===== src/rtl/gpio_pair_pkg.sv =====
// Package: shared constants and types for the dual GPIO port controller.
// Assumes byte-wide ports and a 3-bit register address space.
package gpio_pair_pkg;
    localparam int PORT_W = 8;
    localparam int ADDR_W = 3;

    // Register addresses (general port at 0..2, special port at 4..6)
    localparam logic [ADDR_W-1:0] A_GP_CFG = 3'd0;
    localparam logic [ADDR_W-1:0] A_GP_DAT = 3'd1;
    localparam logic [ADDR_W-1:0] A_GP_PIN = 3'd2;
    localparam logic [ADDR_W-1:0] A_SP_CFG = 3'd4;
    localparam logic [ADDR_W-1:0] A_SP_DAT = 3'd5;
    localparam logic [ADDR_W-1:0] A_SP_PIN = 3'd6;

    // Special port control bit positions
    localparam int HALT_BIT  = 7;
    localparam int IDLE_BIT  = 6;
    localparam int DLY_BIT   = 7;
    localparam int PHASE_BIT = 6;
    localparam int WDOG_PIN  = 1;
    localparam int WAKE_PIN  = 7;
    // Number of stored special data bits (below the strobe bits)
    localparam int SP_DAT_W  = IDLE_BIT;

    // Pins of the special port this block may never drive or pull
    localparam logic [PORT_W-1:0] SP_LOCK =
        (PORT_W'(1) << WDOG_PIN) | (PORT_W'(1) << IDLE_BIT) | (PORT_W'(1) << HALT_BIT);

    // Per-pin pad control bundle
    typedef struct packed {
        logic oe;
        logic out;
        logic pu;
    } pad_ctl_t;
endpackage


===== src/rtl/gpio_pin_sync.sv =====
// Two-stage synchronizer for a vector of pad inputs.
// Assumes each bit is independent; no bus coherence across bits.
module gpio_pin_sync #(
    parameter int W = 8
) (
    input  logic         clk,
    input  logic         rst_n,
    input  logic [W-1:0] d,
    output logic [W-1:0] q
);
    logic [W-1:0] stage1;

    // Shift pad levels through two flops, clearing on reset
    always_ff @(posedge clk) begin
        if (!rst_n) begin
            stage1 <= '0;
            q      <= '0;
        end else begin
            stage1 <= d;
            q      <= stage1;
        end
    end
endmodule


===== src/rtl/gpio_pad_drive.sv =====
// Turns configuration/data bit pairs into pad enables and values.
// LOCK marks pins that must stay undriven and unpulled.
module gpio_pad_drive
    import gpio_pair_pkg::*;
#(
    parameter int          W    = 8,
    parameter logic [W-1:0] LOCK = '0
) (
    input  logic [W-1:0] cfg,
    input  logic [W-1:0] dat,
    output logic [W-1:0] oe,
    output logic [W-1:0] out,
    output logic [W-1:0] pu
);
    pad_ctl_t ctl [W];

    for (genvar i = 0; i < W; i++) begin : g_pin
        // Decode one pin's mode, then blank it if locked
        always_comb begin
            ctl[i].oe  = cfg[i];
            ctl[i].out = cfg[i] & dat[i];
            ctl[i].pu  = ~cfg[i] & dat[i];
            if (LOCK[i]) begin
                ctl[i] = '0;
            end
        end
        assign oe[i]  = ctl[i].oe;
        assign out[i] = ctl[i].out;
        assign pu[i]  = ctl[i].pu;
    end
endmodule


===== src/rtl/gpio_power_ctl.sv =====
// Low-power request strobes, halt state and pin-driven wake detection.
// Assumes wake_sync is already synchronized to clk.
module gpio_power_ctl (
    input  logic clk,
    input  logic rst_n,
    input  logic dat_wr,
    input  logic halt_bit,
    input  logic idle_bit,
    input  logic rc_mode,
    input  logic wake_sync,
    output logic halt_req,
    output logic idle_req,
    output logic halted,
    output logic wake_pulse
);
    logic wake_prev;

    // Rising edge on the synchronized wake pin while halted in RC mode
    assign wake_pulse = rc_mode & halted & wake_sync & ~wake_prev;

    // Self-clearing request strobes
    always_ff @(posedge clk) begin
        if (!rst_n) begin
            halt_req <= 1'b0;
            idle_req <= 1'b0;
        end else begin
            halt_req <= dat_wr & halt_bit;
            idle_req <= dat_wr & idle_bit;
        end
    end

    // Halt state: set by a halt request, cleared by a wake
    always_ff @(posedge clk) begin
        if (!rst_n) begin
            halted <= 1'b0;
        end else if (dat_wr && halt_bit) begin
            halted <= 1'b1;
        end else if (wake_pulse) begin
            halted <= 1'b0;
        end
    end

    // Remember the last synchronized wake pin level
    always_ff @(posedge clk) begin
        if (!rst_n) begin
            wake_prev <= 1'b0;
        end else begin
            wake_prev <= wake_sync;
        end
    end
endmodule


===== src/rtl/gpio_pair_ctrl.sv =====
// Top: register file and read mux for one general and one special port.
// Assumes a single-cycle write strobe and a combinational read.
module gpio_pair_ctrl
    import gpio_pair_pkg::*;
(
    input  logic              clk,
    input  logic              rst_n,
    input  logic [ADDR_W-1:0] bus_addr,
    input  logic              bus_wr,
    input  logic [PORT_W-1:0] bus_wdata,
    output logic [PORT_W-1:0] bus_rdata,
    input  logic              rc_osc_mode,
    input  logic [PORT_W-1:0] gp_pad_in,
    output logic [PORT_W-1:0] gp_oe,
    output logic [PORT_W-1:0] gp_out,
    output logic [PORT_W-1:0] gp_pu,
    input  logic [PORT_W-1:0] sp_pad_in,
    output logic [PORT_W-1:0] sp_oe,
    output logic [PORT_W-1:0] sp_out,
    output logic [PORT_W-1:0] sp_pu,
    output logic              halt_req,
    output logic              idle_req,
    output logic              halted,
    output logic              wake_pulse,
    output logic              sk_alt_phase,
    output logic              start_delay_en
);
    localparam int PAD_W = PORT_W - SP_DAT_W;

    logic [PORT_W-1:0]   gp_cfg, gp_dat, sp_cfg;
    logic [SP_DAT_W-1:0] sp_dat;
    logic [PORT_W-1:0]   gp_sync, sp_sync;
    logic                sp_dat_wr;

    assign sp_dat_wr = bus_wr && (bus_addr == A_SP_DAT);

    // Register writes for both ports
    always_ff @(posedge clk) begin
        if (!rst_n) begin
            gp_cfg <= '0;
            gp_dat <= '0;
            sp_cfg <= '0;
            sp_dat <= '0;
        end else if (bus_wr) begin
            case (bus_addr)
                A_GP_CFG: gp_cfg <= bus_wdata;
                A_GP_DAT: gp_dat <= bus_wdata;
                A_SP_CFG: sp_cfg <= bus_wdata;
                A_SP_DAT: sp_dat <= bus_wdata[SP_DAT_W-1:0];
                default:  ;
            endcase
        end
    end

    // Read mux; strobe bits of the special data register read as zero
    always_comb begin
        case (bus_addr)
            A_GP_CFG: bus_rdata = gp_cfg;
            A_GP_DAT: bus_rdata = gp_dat;
            A_GP_PIN: bus_rdata = gp_sync;
            A_SP_CFG: bus_rdata = sp_cfg;
            A_SP_DAT: bus_rdata = {{PAD_W{1'b0}}, sp_dat};
            A_SP_PIN: bus_rdata = sp_sync;
            default:  bus_rdata = '0;
        endcase
    end

    assign sk_alt_phase   = sp_cfg[PHASE_BIT];
    assign start_delay_en = sp_cfg[DLY_BIT];

    gpio_pin_sync #(.W(PORT_W)) u_gp_sync (
        .clk   (clk),
        .rst_n (rst_n),
        .d     (gp_pad_in),
        .q     (gp_sync)
    );

    gpio_pin_sync #(.W(PORT_W)) u_sp_sync (
        .clk   (clk),
        .rst_n (rst_n),
        .d     (sp_pad_in),
        .q     (sp_sync)
    );

    gpio_pad_drive #(.W(PORT_W), .LOCK('0)) u_gp_drive (
        .cfg (gp_cfg),
        .dat (gp_dat),
        .oe  (gp_oe),
        .out (gp_out),
        .pu  (gp_pu)
    );

    gpio_pad_drive #(.W(PORT_W), .LOCK(SP_LOCK)) u_sp_drive (
        .cfg (sp_cfg),
        .dat ({{PAD_W{1'b0}}, sp_dat}),
        .oe  (sp_oe),
        .out (sp_out),
        .pu  (sp_pu)
    );

    gpio_power_ctl u_pwr (
        .clk        (clk),
        .rst_n      (rst_n),
        .dat_wr     (sp_dat_wr),
        .halt_bit   (bus_wdata[HALT_BIT]),
        .idle_bit   (bus_wdata[IDLE_BIT]),
        .rc_mode    (rc_osc_mode),
        .wake_sync  (sp_sync[WAKE_PIN]),
        .halt_req   (halt_req),
        .idle_req   (idle_req),
        .halted     (halted),
        .wake_pulse (wake_pulse)
    );
endmodule


===== config.mk =====
export PLATFORM = sky130hd
export DESIGN_NAME = gpio_pair_ctrl
export DESIGN_NICKNAME = d
export VERILOG_FILES = /design/src/rtl/gpio_pair_pkg.sv /design/src/rtl/gpio_pin_sync.sv /design/src/rtl/gpio_pad_drive.sv /design/src/rtl/gpio_power_ctl.sv /design/src/rtl/gpio_pair_ctrl.sv
export SDC_FILE = /design/constraint.sdc
export NUM_CORES = 1
export LEC_CHECK = 0
export BUFFER_PORTS_ARGS = -buffer_cell sky130_fd_sc_hd__buf_2
export CORE_MARGIN = 2
export CORE_UTILIZATION = 50
export CTS_BUF_LIST = sky130_fd_sc_hd__clkbuf_8
export DETAILED_ROUTE_END_ITERATION = 16
export GPL_TIMING_DRIVEN = 0
export PLACE_DENSITY = 0.79
export SLEW_MARGIN = 20
export SYNTH_ARGS = -nofsm -noshare
export SYNTH_HDL_FRONTEND = slang
export SYNTH_SLANG_ARGS = --single-unit

===== constraint.sdc =====
create_clock -name clk -period 2.7 [get_ports clk]
set_input_delay 0.405 -clock clk [delete_from_list [all_inputs] [get_ports clk]]
set_output_delay 0.405 -clock clk [all_outputs]
set_load 0.01 [all_outputs]

==> run metrics, run 1 <==
status finished clean; GRT Resource Usage Total around a fifth; antenna-violating nets left 0; CTS Hold Buffers Added 0; met2 routed WL slightly below 3 mm; leak pwr 0.00166 uW; clock skew 4.60 ps; largest net degree at the start of global routing 13; WL/cell about 13 um; Seq pwr share slightly below 50%; combinational power share ~8.5%; unrepaired setup endpoints after global routing no; EDFF count, synth 0; Starting Density about half; clock input transition at the sequential cells of the worst setup and hold paths approximately 70 ps; setup TNS 0 ps; cell area after layout ~3600 um2; vias 2239; Avg Inst Size Synth a little under 10 um2; DRT iter0 DRCs 105; Most used DFF post-synth dfxtp_1; Int Pwr approximately 1600 uW; Clock Sinks 66; post-route insts no fill 460; Synth Instances roughly 280; Slew headroom ~65%; most frequent cell after synthesis dfxtp_1; final wirelength around 6.1 mm; Hold Path Class in2reg; CTS max path bufs 2; CTS tree yes; die height 78.9 um; CP Cell Sequence buf_2 > buf_4 > buf_4 > mux2_2 > a32oi_1 > o21ai_0 > buf_2; M1 wire length 2.54 mm; row count 27; total global routing overflow 0; H-tree depth 3; Routability Congestion approximately 0.85; Die Span X between 70 and 80 um; Worst Path Max Fanout 10; Pwr Density around 600 nW/um2; CP Class in2out; VDD IR max between 0.5 and 0.6 mV; sw frac roughly a quarter; Top Metal Used met4; core area around 5500 um2; number of global-route vias before repair 2065; IO Count 93; DR DRC count 0; largest cells by area after synthesis dfxtp_1, and2_1, nor2b_1; top cell type's share of synthesized area a little under half; Nets 414; Fin. Hold Viols 0; Worst path slowest cell mux2_2; first-pass GRT wire length 10.0 mm; clock latency on the worst-skew pair 340 ps; area delta synth->final 26.7%; number of CTS-inserted buffers 9; crit end category output pin; synth unique cells 32; Synth area leader dfxtp_1; met3 routed WL roughly 500 um; minimum clock period between 2000 and 2500 ps; WP data required roughly 2300 ps; CP peak stage delay between 300 and 400 ps; port bufs 82; Pre-Repair DR Iteration Count 4; DP Area around 3300 um2; Final Max Slew Viols 0; Seq/Total Area, Yosys about 47%; Die ar. between 6000 and 7000 um2; Yosys warnings 0; ys async rst share 0%; DR vias/cell about 4.9; WP data arrival roughly 1700 ps; endpoints failing setup 0; DP Cell Count roughly 440; Root Buffer clkbuf_8; Yosys reg bits 66; Post-CTS Setup Inserts 0; measured slew at the worst slew-check pin approximately 520 ps; net switching power approximately 490 uW; fmax ~470 MHz; layout cells sized above 1 a little under two fifths; crit share post-route roughly four fifths; Mapped Area about 2800 um2; HPWL Detailed between 4 and 5 mm; Clk network pwr share a little over two fifths; antenna cells 0; startpoint class of the critical path input pin; synth cell count leaders dfxtp_1, and2_1, nor2b_1; Max-cap violations 0; initial antenna violation count 0; cts repair resizes 0
-- cell usage in the layout (no fill, tap or decap), drive strengths merged, types with 2 or more instances in the layout --
master	instances
a31oi	3
nand3	16
dfxtp	66
inv	3
clkbuf	18
a22oi	2
conb	9
a32oi	2
a221oi	3
and2	46
nor2	2
bufinv	2
nor2b	30
and4b	2
mux2i	17
and3	2
clkinv	3
mux4	2
buf	106
nand2	16
o21ai	19
mux2	10
a2bb2oi	2
-- per-stage QoR --
stage,hold slack [ps],worst slack [ps],utilization (%),power (uW)
6_report,267,556,64.9,2100
5_1_grt,250,504,64.9,2190
4_1_cts,257,575,64.9,2110
3_5_place_dp,417,580,60.9,1220
3_3_place_gp,416,594,60.9,1220
2_1_floorplan,412,973,-,1160
-- cell type report --
type,instances,area [um2]
Buffer,33,203
Fill cell,459,1920
Tap cell,72,90.1
Clock inverter,7,93.8
Inverter,2,7.51
Clock buffer,9,124
Multi-Input combinational cell,189,1300
Sequential cell,66,1320
Timing Repair Buffer,82,410
-- worst paths after layout --
check	cells after the start	slack [ps]	startpoint	endpoint
worst max-delay path	7	560	bus_addr[0]	bus_rdata[7]
worst min-delay path	2	270	gp_pad_in[6]	u_gp_sync.stage1[6]
worst max register to register	3	1810	u_sp_sync.q[7]	u_pwr.halted
worst min register to register	1	430	u_gp_sync.stage1[6]	u_gp_sync.q[6]
-- power groups by stage --
stage / Combinational (uW) / Clock [uW] / Sequential [uW]
5_1_grt: 196 / 966 / 1030
2_1_floorplan: 115 / 0 / 1040
4_1_cts: 179 / 905 / 1020
3_5_place_dp: 178 / 0 / 1040
3_3_place_gp: 175 / 0 / 1040
6_report: 179 / 899 / 1020
-- worst max-delay path, delay by kind of cell --
kind | cells | cell delay [ps]
buf+inv | 4 | 660
compound gates | 2 | 320
mux | 1 | 360
-- metal layers --
| layer | vias to the layer above | track usage, % |
|---|---|---|
| met5 | - | 0 |
| met3 | 16 | 5.68 |
| met2 | 95 | 34.4 |
| li1 | 1129 | - |
| met4 | 0 | 10.3 |
| met1 | 999 | 25.7 |
-- cell families after synthesis --
logic type             after synthesis  synth area share (%)
buffers and inverters               35                  7.50
and+or+nand+nor                    118                  25.2
AOI/OAI and AO/OA                   33                  8.39
DFF                                 66                  47.1
muxes                               29                  11.7
other                                1                 0.134
-- state kept, by name, summed over array words and instances (netlist names) --
| name | count |
|---|---|
| u_pwr.halt_req | 1 |
| u_gp_sync.stage1 | 8 |
| u_pwr.idle_req | 1 |
| u_sp_sync.q | 8 |
| u_pwr.wake_prev | 1 |
| u_sp_sync.stage1 | 8 |
| gp_cfg | 8 |
| u_pwr.halted | 1 |
| sp_dat | 6 |
| sp_cfg | 8 |
| u_gp_sync.q | 8 |
| gp_dat | 8 |
No activity file was read; power rests on OpenSTA's default activity.
==> inputs of run 2 (changes only) <==
--- a/config.mk
+++ b/config.mk
@@ -7,11 +7,11 @@
 export LEC_CHECK = 0
 export BUFFER_PORTS_ARGS = -buffer_cell sky130_fd_sc_hd__buf_2
 export CORE_MARGIN = 2
-export CORE_UTILIZATION = 50
+export CORE_UTILIZATION = 47
 export CTS_BUF_LIST = sky130_fd_sc_hd__clkbuf_8
 export DETAILED_ROUTE_END_ITERATION = 16
 export GPL_TIMING_DRIVEN = 0
-export PLACE_DENSITY = 0.79
+export PLACE_DENSITY = 0.78
 export SLEW_MARGIN = 20
 export SYNTH_ARGS = -nofsm -noshare
 export SYNTH_HDL_FRONTEND = slang
==> constraint.sdc (replaced) <==
create_clock -name clk -period 1.74 [get_ports clk]
set_input_delay 0.261 -clock clk [delete_from_list [all_inputs] [get_ports clk]]
set_output_delay 0.261 -clock clk [all_outputs]
set_load 0.01 [all_outputs]
==> run 2 against run 1 <==
Against the previous run:
- the flow now finishes with violations (negative setup slack)
- setup slack worse by 570 ps
- cell count grew 0.87%
- routed wire length up 0.75%
- combinational power is 65% higher
- critical endpoint is now bus_rdata[0]
- largest cell class is now multi-input gates
- largest power group unchanged
==> run metrics, run 2 (synthesized netlist as in run 1, its figures left out) <==
clock input transition at the sequential cells of the worst setup and hold paths ~70 ps; WP data arrival between 1000 and 1500 ps; leak pwr between 0.0015 and 0.002 uW; Pwr Density between 800 and 900 nW/um2; startpoint class of the critical path flop; DP Area between 3000 and 4000 um2; Die Span X 81.2 um; grt met3 use 4.67%; setup TNS -14.7 ps; area delta synth->final 28.2%; Pre-Repair DR Iteration Count 4; H-tree depth 3; Fin. Hold Viols 0; first-pass GRT wire length roughly 9.6 mm; number of CTS-inserted buffers 9; Worst Path Max Fanout 5; Final Max Slew Viols 0; Hold Path Class in2reg; total global routing overflow 0; vias around 2200; number of global-route vias before repair about 2000; antenna cells 0; VDD IR max just over 0.5 mV; CTS Hold Buffers Added 0; row count 28; HPWL Detailed approximately 4.5 mm; Nets 416; minimum clock period 1750 ps; Slew headroom 63.5%; Clock Sinks 66; port bufs between 80 and 90; unrepaired setup endpoints after global routing yes; commonest non-fill, non-tap cell in the layout buf_2; crit end category output pin; CTS max path bufs 2; Min Hold Slack about 130 ps; worst setup margin -14.7 ps; most frequent cells in the layout buf_2, dfxtp_1, and2_1; Root Buffer clkbuf_8; CP Class reg2out; core area about 5900 um2; fmax 570 MHz; final wirelength roughly 6.2 mm; layout cells sized above 1 between 40% and 50%; failing checks negative setup slack; DR DRC count 0; CTS tree yes; Die ar. approximately 6600 um2; crit share post-route 101%; die height 81.2 um; measured slew at the worst slew-check pin 548 ps; gr busiest metal met2; Starting Density 47.9%; DRT iter0 DRCs 140; clock latency on the worst-skew pair around 340 ps; cell area after layout ~3600 um2; WP data required 1480 ps; Util after Layout just over 60%; clock skew about 4.4 ps; endpoints failing setup 1; initial antenna violation count 0; DR vias/cell ~4.8; Routability Congestion 0.871; Max-cap violations 0; met1 usage 25.4%; antenna-violating nets left 0; Post-Place Worst Slack -118 ps; largest net degree at the start of global routing 11; status finished with violations; IO Count 93; met2 GRT Util 31.8%; GRT Resource Usage Total about a fifth; WL/cell approximately 13 um
run 2: final timing paths:
| kind | end | cells past startpoint | slack (ps) | start |
|---|---|---|---|---|
| worst min register to register | u_sp_sync.q[7] | 1 | 430 | u_sp_sync.stage1[7] |
| worst min-delay path | u_sp_sync.stage1[3] | 2 | 130 | sp_pad_in[3] |
| worst max-delay path | bus_rdata[0] | 3 | -10 | sp_cfg[0] |
| worst max register to register | u_pwr.halted | 3 | 840 | u_pwr.halted |
run 2: cell type report:
class                           count  area, um2
Fill cell                         500       2260
Multi-Input combinational cell    189       1340
Sequential cell                    66       1330
Timing Repair Buffer               84        428
Buffer                             33        223
Clock buffer                       11        151
Tap cell                           75       93.8
Clock inverter                      4       18.8
Inverter                            2       11.3
run 2: report_power, final:
part / total (uW) / switching, uW / internal, uW
clock network: 1100 / 529 / 573
logic: 296 / 153 / 143
registers: 1590 / 24.1 / 1560
total: 2990 / 707 / 2280
run 2: worst max-delay path: stages, from the launching register on:
cell,delay [ps]
dfxtp_2,340
mux4_2,510
o2bb2ai_2,150
buf_2,140
run 2: timing repair:
| item | 4_1_cts | 5_1_grt |
|---|---|---|
| endpoints found under the setup margin | 5 | 7 |
| pin swaps | 0 | 1 |
| setup buffers | 1 | 1 |
| resized for setup | 13 | 14 |
run 2: stage by stage:
stage | std cells | power, uW
2_1_floorplan | 290 | 1790
3_3_place_gp | 447 | 1890
3_5_place_dp | 447 | 1900
4_1_cts | 463 | 2990
5_1_grt | 464 | 3100
6_report | 464 | 2990
run 2: per-layer routing:
| metal | up-vias | wire length [um] |
|---|---|---|
| met5 | - | 0 |
| met2 | 87 | 2880 |
| met3 | 15 | 471 |
| met4 | 0 | 144 |
| met1 | 980 | 2690 |
| li1 | 1130 | - |
